<file path="src/rtl/trc_ring_pkg.sv">
package trc_ring_pkg;
  localparam int REG_W = 32;

  localparam logic [2:0] REG_BASE  = 3'd0;
  localparam logic [2:0] REG_WPTR  = 3'd1;
  localparam logic [2:0] REG_LIMIT = 3'd2;
  localparam logic [2:0] REG_STAT  = 3'd3;
  localparam logic [2:0] REG_IDENT = 3'd4;
  localparam logic [2:0] REG_DROPS = 3'd5;

  localparam logic [3:0] EC_OTHER   = 4'd0;
  localparam logic [3:0] EC_S1      = 4'd1;
  localparam logic [3:0] EC_S2      = 4'd2;
  localparam logic [3:0] EC_BAD_PTR = 4'd3;

  localparam logic [7:0] BC_NONE  = 8'd0;
  localparam logic [7:0] BC_FILL  = 8'd1;
  localparam logic [7:0] BC_TRIG  = 8'd2;

  localparam logic [1:0] TM_STOP   = 2'b00;
  localparam logic [1:0] TM_IGNORE = 2'b11;

  typedef struct packed {
    logic [7:0] code;
    logic [3:0] ecls;
    logic       stop;
    logic       wrap;
    logic       trg;
    logic       pend;
  } stat_t;
endpackage

</file>
<file path="src/rtl/trc_byte_packer.sv">
module trc_byte_packer #(
  parameter int WB = 4,
  parameter logic [7:0] PAD = 8'h00,
  localparam int CW = $clog2(WB + 1)
) (
  input  logic          clk,
  input  logic          rst,
  input  logic          flush,
  input  logic          push,
  input  logic [7:0]    din,
  input  logic          pad_req,
  input  logic          pop,
  output logic          full,
  output logic          busy,
  output logic [8*WB-1:0] word
);
  logic [CW-1:0] cnt_q;
  logic          pad_go;

  assign full   = (cnt_q == CW'(WB));
  assign busy   = (cnt_q != '0);
  assign pad_go = pad_req && busy && !full;

  always_ff @(posedge clk) begin
    if (rst || flush)  cnt_q <= '0;
    else if (pop)      cnt_q <= '0;
    else if (pad_go)   cnt_q <= CW'(WB);
    else if (push)     cnt_q <= cnt_q + 1'b1;
  end

  for (genvar g = 0; g < WB; g++) begin : g_lane
    logic [7:0] lane_q;
    always_ff @(posedge clk) begin
      if (push && cnt_q == CW'(g))       lane_q <= din;
      else if (pad_go && cnt_q <= CW'(g)) lane_q <= PAD;
    end
    assign word[g*8 +: 8] = lane_q;
  end

  a_r2_pop_clears: assert property (@(posedge clk) disable iff (rst)
    (pop && !flush) |=> (cnt_q == '0));
  a_r2_push_steps: assert property (@(posedge clk) disable iff (rst)
    (push && !flush && !pop && !pad_go && !full) |=> (cnt_q == $past(cnt_q) + 1'b1));
endmodule

</file>
<file path="src/rtl/trc_drop_ctr.sv">
module trc_drop_ctr #(
  parameter int W = 8
) (
  input  logic         clk,
  input  logic         rst,
  input  logic         hit,
  output logic [W-1:0] count
);
  localparam logic [W-1:0] TOP = '1;
  logic [W-1:0] cnt_q;

  always_ff @(posedge clk) begin
    if (rst)                     cnt_q <= '0;
    else if (hit && cnt_q != TOP) cnt_q <= cnt_q + 1'b1;
  end
  assign count = cnt_q;

  a_r8_saturates: assert property (@(posedge clk) disable iff (rst)
    (cnt_q == TOP) |=> (cnt_q == TOP));
endmodule

</file>
<file path="src/rtl/trc_ring_writer.sv">
module trc_ring_writer
  import trc_ring_pkg::*;
#(
  parameter int AW = 16,
  parameter int WB = 4,
  parameter int PAGE_LG = 12,
  parameter int DROP_W = 8,
  parameter logic [7:0] PAD_BYTE = 8'h00
) (
  input  logic              clk,
  input  logic              rst,
  input  logic              reg_we,
  input  logic [2:0]        reg_addr,
  input  logic [REG_W-1:0]  reg_wdata,
  output logic [REG_W-1:0]  reg_rdata,
  input  logic              trc_valid,
  input  logic [7:0]        trc_byte,
  output logic              trc_ready,
  input  logic              trig,
  input  logic              drain_req,
  output logic              idle,
  output logic              mem_valid,
  input  logic              mem_ready,
  output logic [AW-1:0]     mem_addr,
  output logic [8*WB-1:0]   mem_data,
  input  logic [1:0]        mem_resp,
  output logic              irq
);
  localparam int WB_LG = $clog2(WB);
  localparam logic [AW-1:0] PAGE_MASK = {AW{1'b1}} << PAGE_LG;
  localparam logic [AW-1:0] WORD_MASK = {AW{1'b1}} << WB_LG;

  logic [AW-1:0] base_q, wptr_q, wptr_d, lim_q, out_addr_q;
  logic          en_q, en_d, fill_q, out_valid_q;
  logic [1:0]    tmode_q;
  stat_t         stat_q, stat_d;
  logic [8*WB-1:0] out_data_q, pack_word;
  logic [REG_W-1:0] rdata_q, rd_mux;
  logic [DROP_W-1:0] drop_cnt;
  logic pack_full, pack_busy, running, launch, accept, push, hit_lim, start_ok;
  logic wr_base, wr_wptr, wr_lim, wr_stat, trig_live;
  logic [AW-1:0] lim_new, nxt_addr;
  logic unused_wdata;

  assign unused_wdata = ^reg_wdata;
  assign wr_base = reg_we && reg_addr == REG_BASE;
  assign wr_wptr = reg_we && reg_addr == REG_WPTR;
  assign wr_lim  = reg_we && reg_addr == REG_LIMIT;
  assign wr_stat = reg_we && reg_addr == REG_STAT;

  assign running   = en_q && !stat_q.stop;
  assign lim_new   = reg_wdata[AW-1:0] & PAGE_MASK;
  assign start_ok  = (base_q <= wptr_q) && (wptr_q < lim_new);
  assign accept    = out_valid_q && mem_ready;
  assign nxt_addr  = out_addr_q + AW'(WB);
  assign hit_lim   = (nxt_addr == lim_q);
  assign trig_live = running && trig;
  assign trc_ready = running && !drain_req && !pack_full;
  assign push      = trc_valid && trc_ready;
  assign launch    = running && pack_full && !out_valid_q;

  trc_byte_packer #(.WB(WB), .PAD(PAD_BYTE)) i_pack (
    .clk(clk), .rst(rst), .flush(!running), .push(push), .din(trc_byte),
    .pad_req(drain_req && running), .pop(launch),
    .full(pack_full), .busy(pack_busy), .word(pack_word)
  );

  trc_drop_ctr #(.W(DROP_W)) i_drops (
    .clk(clk), .rst(rst), .hit(trc_valid && !running), .count(drop_cnt)
  );

  // Next state of pointer, enable and status: register writes first, engine events last.
  always_comb begin
    stat_d = stat_q;
    wptr_d = wptr_q;
    en_d   = en_q;
    if (wr_stat) stat_d = stat_t'(reg_wdata[15:0]);
    if (wr_wptr) wptr_d = reg_wdata[AW-1:0] & WORD_MASK;
    if (wr_lim) begin
      if (!reg_wdata[0]) en_d = 1'b0;
      else if (start_ok) en_d = 1'b1;
      else begin
        en_d        = 1'b0;
        stat_d.stop = 1'b1;
        stat_d.ecls = EC_BAD_PTR;
      end
    end
    if (trig_live && tmode_q != TM_IGNORE) begin
      stat_d.trg  = 1'b1;
      stat_d.pend = 1'b1;
      if (tmode_q == TM_STOP) begin
        stat_d.stop = 1'b1;
        stat_d.ecls = EC_OTHER;
        stat_d.code = BC_TRIG;
        en_d        = 1'b0;
      end
    end
    if (accept) begin
      if (mem_resp != 2'b00) begin
        stat_d.stop = 1'b1;
        stat_d.pend = 1'b1;
        stat_d.ecls = (mem_resp == 2'b01) ? EC_S1 : EC_S2;
        en_d        = 1'b0;
      end else if (hit_lim) begin
        wptr_d      = base_q;
        stat_d.wrap = 1'b1;
        stat_d.pend = 1'b1;
        if (fill_q) begin
          stat_d.stop = 1'b1;
          stat_d.ecls = EC_OTHER;
          stat_d.code = BC_FILL;
          en_d        = 1'b0;
        end
      end else begin
        wptr_d = nxt_addr;
      end
    end
  end

  always_comb begin
    rd_mux = '0;
    case (reg_addr)
      REG_BASE:  rd_mux[AW-1:0] = base_q;
      REG_WPTR:  rd_mux[AW-1:0] = wptr_q;
      REG_LIMIT: begin
        rd_mux[AW-1:0] = lim_q;
        rd_mux[0]      = en_q;
        rd_mux[1]      = fill_q;
        rd_mux[4:3]    = tmode_q;
      end
      REG_STAT:  rd_mux[15:0] = stat_q;
      REG_IDENT: rd_mux[3:0]  = 4'(WB_LG);
      REG_DROPS: rd_mux[DROP_W-1:0] = drop_cnt;
      default:   rd_mux = '0;
    endcase
  end

  always_ff @(posedge clk) begin
    if (rst) begin
      base_q      <= '0;
      wptr_q      <= '0;
      lim_q       <= '0;
      en_q        <= 1'b0;
      fill_q      <= 1'b0;
      tmode_q     <= TM_STOP;
      stat_q      <= '0;
      out_valid_q <= 1'b0;
      out_addr_q  <= '0;
      rdata_q     <= '0;
    end else begin
      wptr_q  <= wptr_d;
      en_q    <= en_d;
      stat_q  <= stat_d;
      rdata_q <= rd_mux;
      if (wr_base) base_q <= reg_wdata[AW-1:0] & PAGE_MASK;
      if (wr_lim) begin
        lim_q   <= lim_new;
        fill_q  <= reg_wdata[1];
        tmode_q <= reg_wdata[4:3];
      end
      if (launch) begin
        out_valid_q <= 1'b1;
        out_addr_q  <= wptr_q;
      end else if (accept) begin
        out_valid_q <= 1'b0;
      end
    end
  end

  always_ff @(posedge clk) begin
    if (launch) out_data_q <= pack_word;
  end

  assign reg_rdata = rdata_q;
  assign mem_valid = out_valid_q;
  assign mem_addr  = out_addr_q;
  assign mem_data  = out_data_q;
  assign irq       = stat_q.pend;
  assign idle      = !out_valid_q && !pack_busy;

  a_r11_hold: assert property (@(posedge clk) disable iff (rst)
    (mem_valid && !mem_ready) |=> (mem_valid && $stable(mem_addr) && $stable(mem_data)));
  a_r4_fill_stop: assert property (@(posedge clk) disable iff (rst)
    (accept && mem_resp == 2'b00 && hit_lim && fill_q) |=> (stat_q.stop && wptr_q == $past(base_q)));
  a_r9_abort_ptr: assert property (@(posedge clk) disable iff (rst)
    (accept && mem_resp != 2'b00 && !wr_wptr) |=> $stable(wptr_q));
  a_r6_refuse: assert property (@(posedge clk) disable iff (rst)
    (wr_lim && reg_wdata[0] && !start_ok) |=> !running);
endmodule

</file>
<file path="config.mk">
export PLATFORM = sky130hd
export DESIGN_NAME = trc_ring_writer
export DESIGN_NICKNAME = d
export VERILOG_FILES = /design/src/rtl/trc_ring_pkg.sv /design/src/rtl/trc_byte_packer.sv /design/src/rtl/trc_drop_ctr.sv /design/src/rtl/trc_ring_writer.sv
export SDC_FILE = /design/constraint.sdc
export NUM_CORES = 1
export LEC_CHECK = 0
export CELL_PAD_IN_SITES_DETAIL_PLACEMENT = 1
export CELL_PAD_IN_SITES_GLOBAL_PLACEMENT = 1
export CORE_UTILIZATION = 35
export CTS_CLUSTER_SIZE = 40
export DETAILED_ROUTE_END_ITERATION = 8
export PLACE_DENSITY = 0.78
export SYNTH_ARGS = -nofsm -noshare
export SYNTH_HDL_FRONTEND = slang
export SYNTH_SLANG_ARGS = --single-unit
</file>
<file path="constraint.sdc">
create_clock -name clk -period 7.2 [get_ports clk]
set_clock_uncertainty 0.2 [all_clocks]
set_input_delay 1.44 -clock clk [delete_from_list [all_inputs] [get_ports clk]]
set_output_delay 1.44 -clock clk [all_outputs]
set_load 0.005 [all_outputs]
</file>
; Word-level counts from Yosys, hierarchy flattened
; Index checks and enable logic that the tools add are counted.
[word_totals]
wordCells = 140
register_bits = 168
out_inout_bits = 84
input_bits = 52
[op_classes]
n_lt_le_gt_ge = 6
n_mux = 45
n_eq_ne = 13
n_reduce_logical = 49
add_sub_neg = 3
[op_table]
columns = operator, n
row1 = $mux W16, 5
row2 = $mux W8, 9
row3 = $mux W13, 3
row4 = $pmux W8 S4, 1
row5 = $logic_and A1 B1 Y1, 28
row6 = $mux W14, 2
row7 = $mux W5, 4
row8 = $pmux W4 S5, 1
row9 = $add A16 B3 Y16 const B, 1
row10 = $eq A16 B16 Y1, 1
row11 = $le A16 B16 Y1, 1
row12 = $lt A16 B16 Y1, 1
row13 = $pmux W4 S4, 1
row14 = $reduce_bool A2 Y1, 8
row15 = $mux W1, 15
row16 = $eq A3 B2 Y1 const B, 4
row17 = $eq A3 B3 Y1 const B, 3
row18 = $add A8 B1 Y8 const B, 1
row19 = $ne A8 B8 Y1 const B, 1
row20 = $eq A3 B1 Y1 const B, 2
row21 = $le A3 B1 Y1 const B, 2
row22 = $le A3 B2 Y1 const B, 2
row23 = $logic_not A1 Y1, 6
row24 = $logic_not A3 Y1, 2
row25 = other kinds (10), 12

; Longest topological paths before layout
[logic_depth]
depth_word = 12
depth_mapped = 11
ltp_nobuf = 9

; Cells and area by module
; From an unflattened synthesis, not the netlist that was laid out.
[unflattened]
cells_unflattened = 709
hier_area_um2 = 7178.1
[modules_own_cells]
columns = mod, cells_per_inst, instances, area_each_um2
row1 = trc_ring_writer, 559, 1, 5267.6
row2 = trc_byte_packer, 104, 1, 1480.2
row3 = trc_drop_ctr, 46, 1, 430.4

; Least setup slack after synthesis
; No wires, ideal clock.
[synth_timing]
path_type = input to register
startpoint = in drain_req
endpoint = reg i_pack.g_lane[3].lane_q[0], enable pin
path_slack_ns = 3.702
path_stages = 6
arrival_ns = 2.922
required_time_ns = 6.625
n_path_buf = 2
cell_sequence = a211oi_1 and2_1 clkbuf_1 clkbuf_1 nand2_1 a21oi_1
[synth_via]
elab_chain_len = 6
elab_cells_between_ends = 10
cone_classes = reduce/logical: 10
[synth_rtl]
columns = element, line_no
row1 = start: declaration, trc_ring_writer.sv:20  ; input logic drain_req,
row2 = $logic_not A1 Y1, trc_ring_writer.sv:58  ; assign trc_ready = running && !drain_req && !pack_full;
row3 = $logic_and A1 B1 Y1 (2 in a row), trc_ring_writer.sv:58
row4 = $logic_and A1 B1 Y1, trc_ring_writer.sv:59  ; assign push = trc_valid && trc_ready;
row5 = $logic_and A1 B1 Y1, trc_byte_packer.sv:34  ; if (push && cnt_q == CW'(g)) lane_q <= din;
row6 = $reduce_bool A2 Y1 (no line) *, -
row7 = end signal: assignment, trc_byte_packer.sv:34
row8 = end: declaration, trc_byte_packer.sv:32  ; logic [7:0] lane_q;
; Mark *: on every way between the ends. The rest lies on a longest branch, timed or not.
; A chain may end at the register's enable or synchronous reset.

; Worst setup path after layout
[layout_timing]
startpoint = in reg_addr[2]
endpoint = reg stat_q[3] (netlist name)
[layout_via]
elab_chain_len = 12
elab_cells_between_ends = 14
cone_classes = eq/ne: 2 / mux: 10 / reduce/logical: 2
[layout_rtl]
columns = element, line_no
row1 = start: declaration, trc_ring_writer.sv:13  ; input logic [2:0] reg_addr,
row2 = $eq A3 B2 Y1, trc_ring_writer.sv:49  ; assign wr_stat = reg_we && reg_addr == REG_STAT;
row3 = $logic_and A1 B1 Y1, trc_ring_writer.sv:49
row4 = $mux W16, trc_ring_writer.sv:77  ; if (wr_stat) stat_d = stat_t'(reg_wdata[15:0]);
row5 = $mux W5, trc_ring_writer.sv:81  ; else if (start_ok) en_d = 1'b1;
row6 = $mux W5, trc_ring_writer.sv:80  ; if (!reg_wdata[0]) en_d = 1'b0;
row7 = $mux W5 *, trc_ring_writer.sv:79  ; if (wr_lim) begin
row8 = $mux W13, trc_ring_writer.sv:91  ; if (tmode_q == TM_STOP) begin
row9 = $mux W13 *, trc_ring_writer.sv:88  ; if (trig_live && tmode_q != TM_IGNORE) begin
row10 = $mux W13, trc_ring_writer.sv:108  ; if (fill_q) begin
row11 = $mux W14, trc_ring_writer.sv:104  ; end else if (hit_lim) begin
row12 = $mux W5, trc_ring_writer.sv:99  ; if (mem_resp != 2'b00) begin
row13 = $mux W14 *, trc_ring_writer.sv:98  ; if (accept) begin
row14 = end signal: assignment, trc_ring_writer.sv:153  ; stat_q <= stat_d;
row15 = end: declaration, trc_ring_writer.sv:36  ; stat_t stat_q, stat_d;
; Mark *: on every way between the ends. The rest lies on a longest branch, timed or not. The select of a mux whose other input is x is not followed.

==> flow_metrics.env <==
export IMPL_vias_per_cell=5.10
export IMPL_min_to="mem_data[11]"
export IMPL_hold_start="i_pack.g_lane[1].lane_q[3]"
export IMPL_cts_buffer_depth=2
export IMPL_multi_input_area_um2=3040
export IMPL_synth_cells=703
export IMPL_drt_iter0_drc=315
export IMPL_dieArea_um2=20700
export IMPL_drive_gt1_share_pct=6.47
export IMPL_setup_worst_path_end_class="flop"
export IMPL_fin_crit_ns=4.53
export IMPL_yosysTopAreaCellShare_pct=27.3
export IMPL_clk_pin_slew_ns=0.07
export IMPL_initial_core_util_pct=35.9
export IMPL_worstPathArrival_ns=4.62
export IMPL_slowest_delay_ns=0.79
export IMPL_crit_top_cell="nand3_1"
export IMPL_worstPathRequired_ns=7.29
export IMPL_die_width_um=144
export IMPL_synth_async_reset_ratio_pct=0
export IMPL_ctsHoldBuffers=0
export IMPL_place_area_um2=8190
export IMPL_gp_congestion=0.846
export IMPL_final_core_util_pct=44.8
export IMPL_first_global_vias=5444
export IMPL_n_fill_cell=2193
export IMPL_synth_seq_cells=152
export IMPL_clock_sinks=152
export IMPL_status="completed"
export IMPL_ys_types=59
export IMPL_fin_area_um2=8770
export IMPL_cts_buffers=17
export IMPL_io_pins=136
export IMPL_seq_area_frac_synth_pct=52.4
export IMPL_drc=0
export IMPL_hold_viol_final=0
export IMPL_r2r_end="stat_q[9]"
export IMPL_r2r_start="mem_addr[4]"
export IMPL_drv_slew=0
export IMPL_fp_coreArea_um2=19600
export IMPL_via_count=5449
export IMPL_r2r_cells=7
export IMPL_setup_viol=0
export IMPL_cts_resized=0
export IMPL_ys_warn_count=0
export IMPL_critPathMaxFanout=16
export IMPL_seqCellArea_um2=3680
export IMPL_path_cells="clkdlybuf4s50_1 > nor2b_1 > nand3_1 > nand2_1 > nand3_1 > or4_1 > a21oi_2 > a211oi_2"
export IMPL_fp_dieH_um=144
export IMPL_fin_tns_setup_ns=0
export IMPL_track_usage_pct=19.6
export IMPL_startpoint_type="primary input"
export IMPL_rows=51
export IMPL_synth_top_area_cell="edfxtp_1"
export IMPL_maxCapViolCount=0
export IMPL_cts_tree="done"
export IMPL_vdd_drop_max_mv=0.176
export IMPL_cts_root_buf="clkbuf_16"
export IMPL_antenna_left=0
export IMPL_antenna_found_initial=0
export IMPL_grt_overflow=0
export IMPL_area_delta_synth_final_pct=24.8
export IMPL_drt_first_pass_iters=4
export IMPL_rsz0062_at_grt="no"
export IMPL_crit_type="primary input to flop"
export IMPL_max_freq_mhz=221
export IMPL_p_per_area_nw_per_um2=215
export IMPL_worst_hold_path_num_cells=0
export IMPL_syn_avg_cell_area_um2=10.0
export IMPL_synth_area_top_cells="edfxtp_1, dfxtp_1, mux2i_1"
export IMPL_worst_r2r_setup_slack_ns=3.91
export IMPL_dp_hpwl_um=14300
export IMPL_grt_pass1_wl_um=30400
export IMPL_hold_path_class="flop to flop"
export IMPL_synth_edff_count=64
export IMPL_numPortBuffers=103
export IMPL_layout_nets=858
export IMPL_grt_start_max_net_pins=54
export IMPL_synth_flop_cell="dfxtp_1"
export IMPL_p_leak_nw=3.24
export IMPL_antenna_cells=0
export IMPL_cts_setup_buffers=0
export IMPL_worst_pin_slew_ns=0.825
export IMPL_drt_wirelength_per_cell_um=18.5
export IMPL_synth_area_um2=7030
export IMPL_fin_crit_sh_pct=63.0
export IMPL_cts_htree_levels=4
export IMPL_slowest_stage="clkdlybuf4s50_1"
export IMPL_slew_headroom_pct=44.8
export IMPL_routed_wirelength_um=19800
export IMPL_insertion_delay_ns=0.43
==> logic make-up (layout without fill, tap and decap cells) <==
family	Yosys count	after routing	share of synthesized area, %
other	1	16	0.0533
XOR/XNOR	20	20	2.69
AO/OA/AOI/OAI	109	109	9.74
adder cells (fa/ha/maj)	15	15	2.67
multiplexers	46	46	6.58
flip-flops	152	152	52.4
AND/OR/NAND/NOR	288	288	20.6
buffers and inverters	72	158	5.30
==> placed cells by master (no fill, tap or decap), types with 4 or more instances in the layout <==
| cell type | instances |
|---|---|
| edfxtp_1 | 64 |
| buf_4 | 6 |
| mux2i_1 | 44 |
| o22ai_1 | 8 |
| a21oi_1 | 50 |
| or4_1 | 4 |
| o21ai_0 | 11 |
| xnor2_1 | 10 |
| or3_1 | 6 |
| inv_6 | 5 |
| nand4_1 | 9 |
| ha_1 | 15 |
| nand2b_1 | 7 |
| nand2_1 | 76 |
| clkbuf_16 | 17 |
| a211oi_1 | 14 |
| xor2_1 | 9 |
| clkdlybuf4s50_1 | 102 |
| nand3_1 | 16 |
| inv_1 | 15 |
| nor3_1 | 17 |
| conb_1 | 16 |
| inv_8 | 6 |
| dfxtp_1 | 88 |
| and2_1 | 33 |
| nor2b_1 | 8 |
| and3_1 | 20 |
| a31oi_1 | 6 |
| nor2_1 | 72 |
==> metal layers <==
layer	track usage (%)	share of wire (%)	vias to the layer above	wire (µm)
met5	0	0	-	0
met4	6.22	1.6	0	307
met3	3.83	5.0	19	984
met2	31.8	47	131	9300
met1	26.3	46	2655	9150
li1	-	-	2644	-
==> registers in the layout, indices dropped and copies added (netlist names), 2 cells and up <==
register / count
i_pack.g_lane.lane_q: 32
mem_data: 32
mem_addr: 16
reg_rdata: 16
wptr_q: 16
stat_q: 15
i_drops.count: 8
base_q: 4
lim_q: 4
i_pack.cnt_q: 3
tmode_q: 2
==> area by class of cell <==
| cell class | count | share of cell area, % |
|---|---|---|
| Inverter | 17 | 0.727 |
| Timing Repair Buffer | 109 | 12.2 |
| Clock buffer | 17 | 4.85 |
| Tap cell | 265 | 3.78 |
| Multi-Input combinational cell | 494 | 34.6 |
| Clock inverter | 15 | 1.83 |
| Sequential cell | 152 | 42.0 |
==> where the power goes <==
group          total [mW]  switching, mW  internal (mW)
logic              0.0961         0.0538         0.0423
registers           0.906        0.00843          0.897
clock network       0.887          0.420          0.467
total                1.89          0.482           1.41
==> through the flow <==
stage	worst slack [ns]	hold WS (ns)	instances	total power, mW
finish	2.67	0.223	1069	1.89
global route	2.38	0.231	1069	1.95
floorplan	3.70	0.200	718	0.979
CTS	2.69	0.222	1069	1.90
global placement	2.29	0.201	1037	1.02
detailed placement	2.25	0.205	1037	1.02
==> synthesized netlist by cell type (all sizes together), types with 4 or more instances <==
| library cell | count |
|---|---|
| or3 | 6 |
| o22ai | 8 |
| mux2i | 44 |
| and2 | 33 |
| and3 | 20 |
| nand2 | 76 |
| a211oi | 15 |
| a21oi | 51 |
| nor3 | 17 |
| o21ai | 11 |
| dfxtp | 88 |
| nor4b | 4 |
| a31oi | 6 |
| nor2 | 72 |
| nand3 | 17 |
| xor2 | 9 |
| buf | 30 |
| edfxtp | 64 |
| clkbuf | 25 |
| a2111oi | 4 |
| inv | 16 |
| or4 | 4 |
| nand2b | 7 |
| nand4 | 9 |
| nor2b | 8 |
| xnor2 | 10 |
| ha | 15 |
==> critical path, delay by kind of cell <==
family	cells	cell delay, ns
AOI/OAI and AO/OA	2	0.19
buffers and inverters	1	0.79
and+or+nand+nor	5	2.20
==> worst max-delay path by stage <==
stage	start	end	cells past startpoint
finish	reg_addr[2]	stat_q[3]	8
global route	reg_addr[2]	stat_q[3]	8
CTS	reg_addr[2]	stat_q[3]	8
detailed placement	reg_addr[2]	stat_q[3]	8
global placement	reg_addr[2]	stat_q[3]	8
floorplan	drain_req	i_pack.g_lane[3].lane_q[0]	6
(Power assumes the default switching activity.)
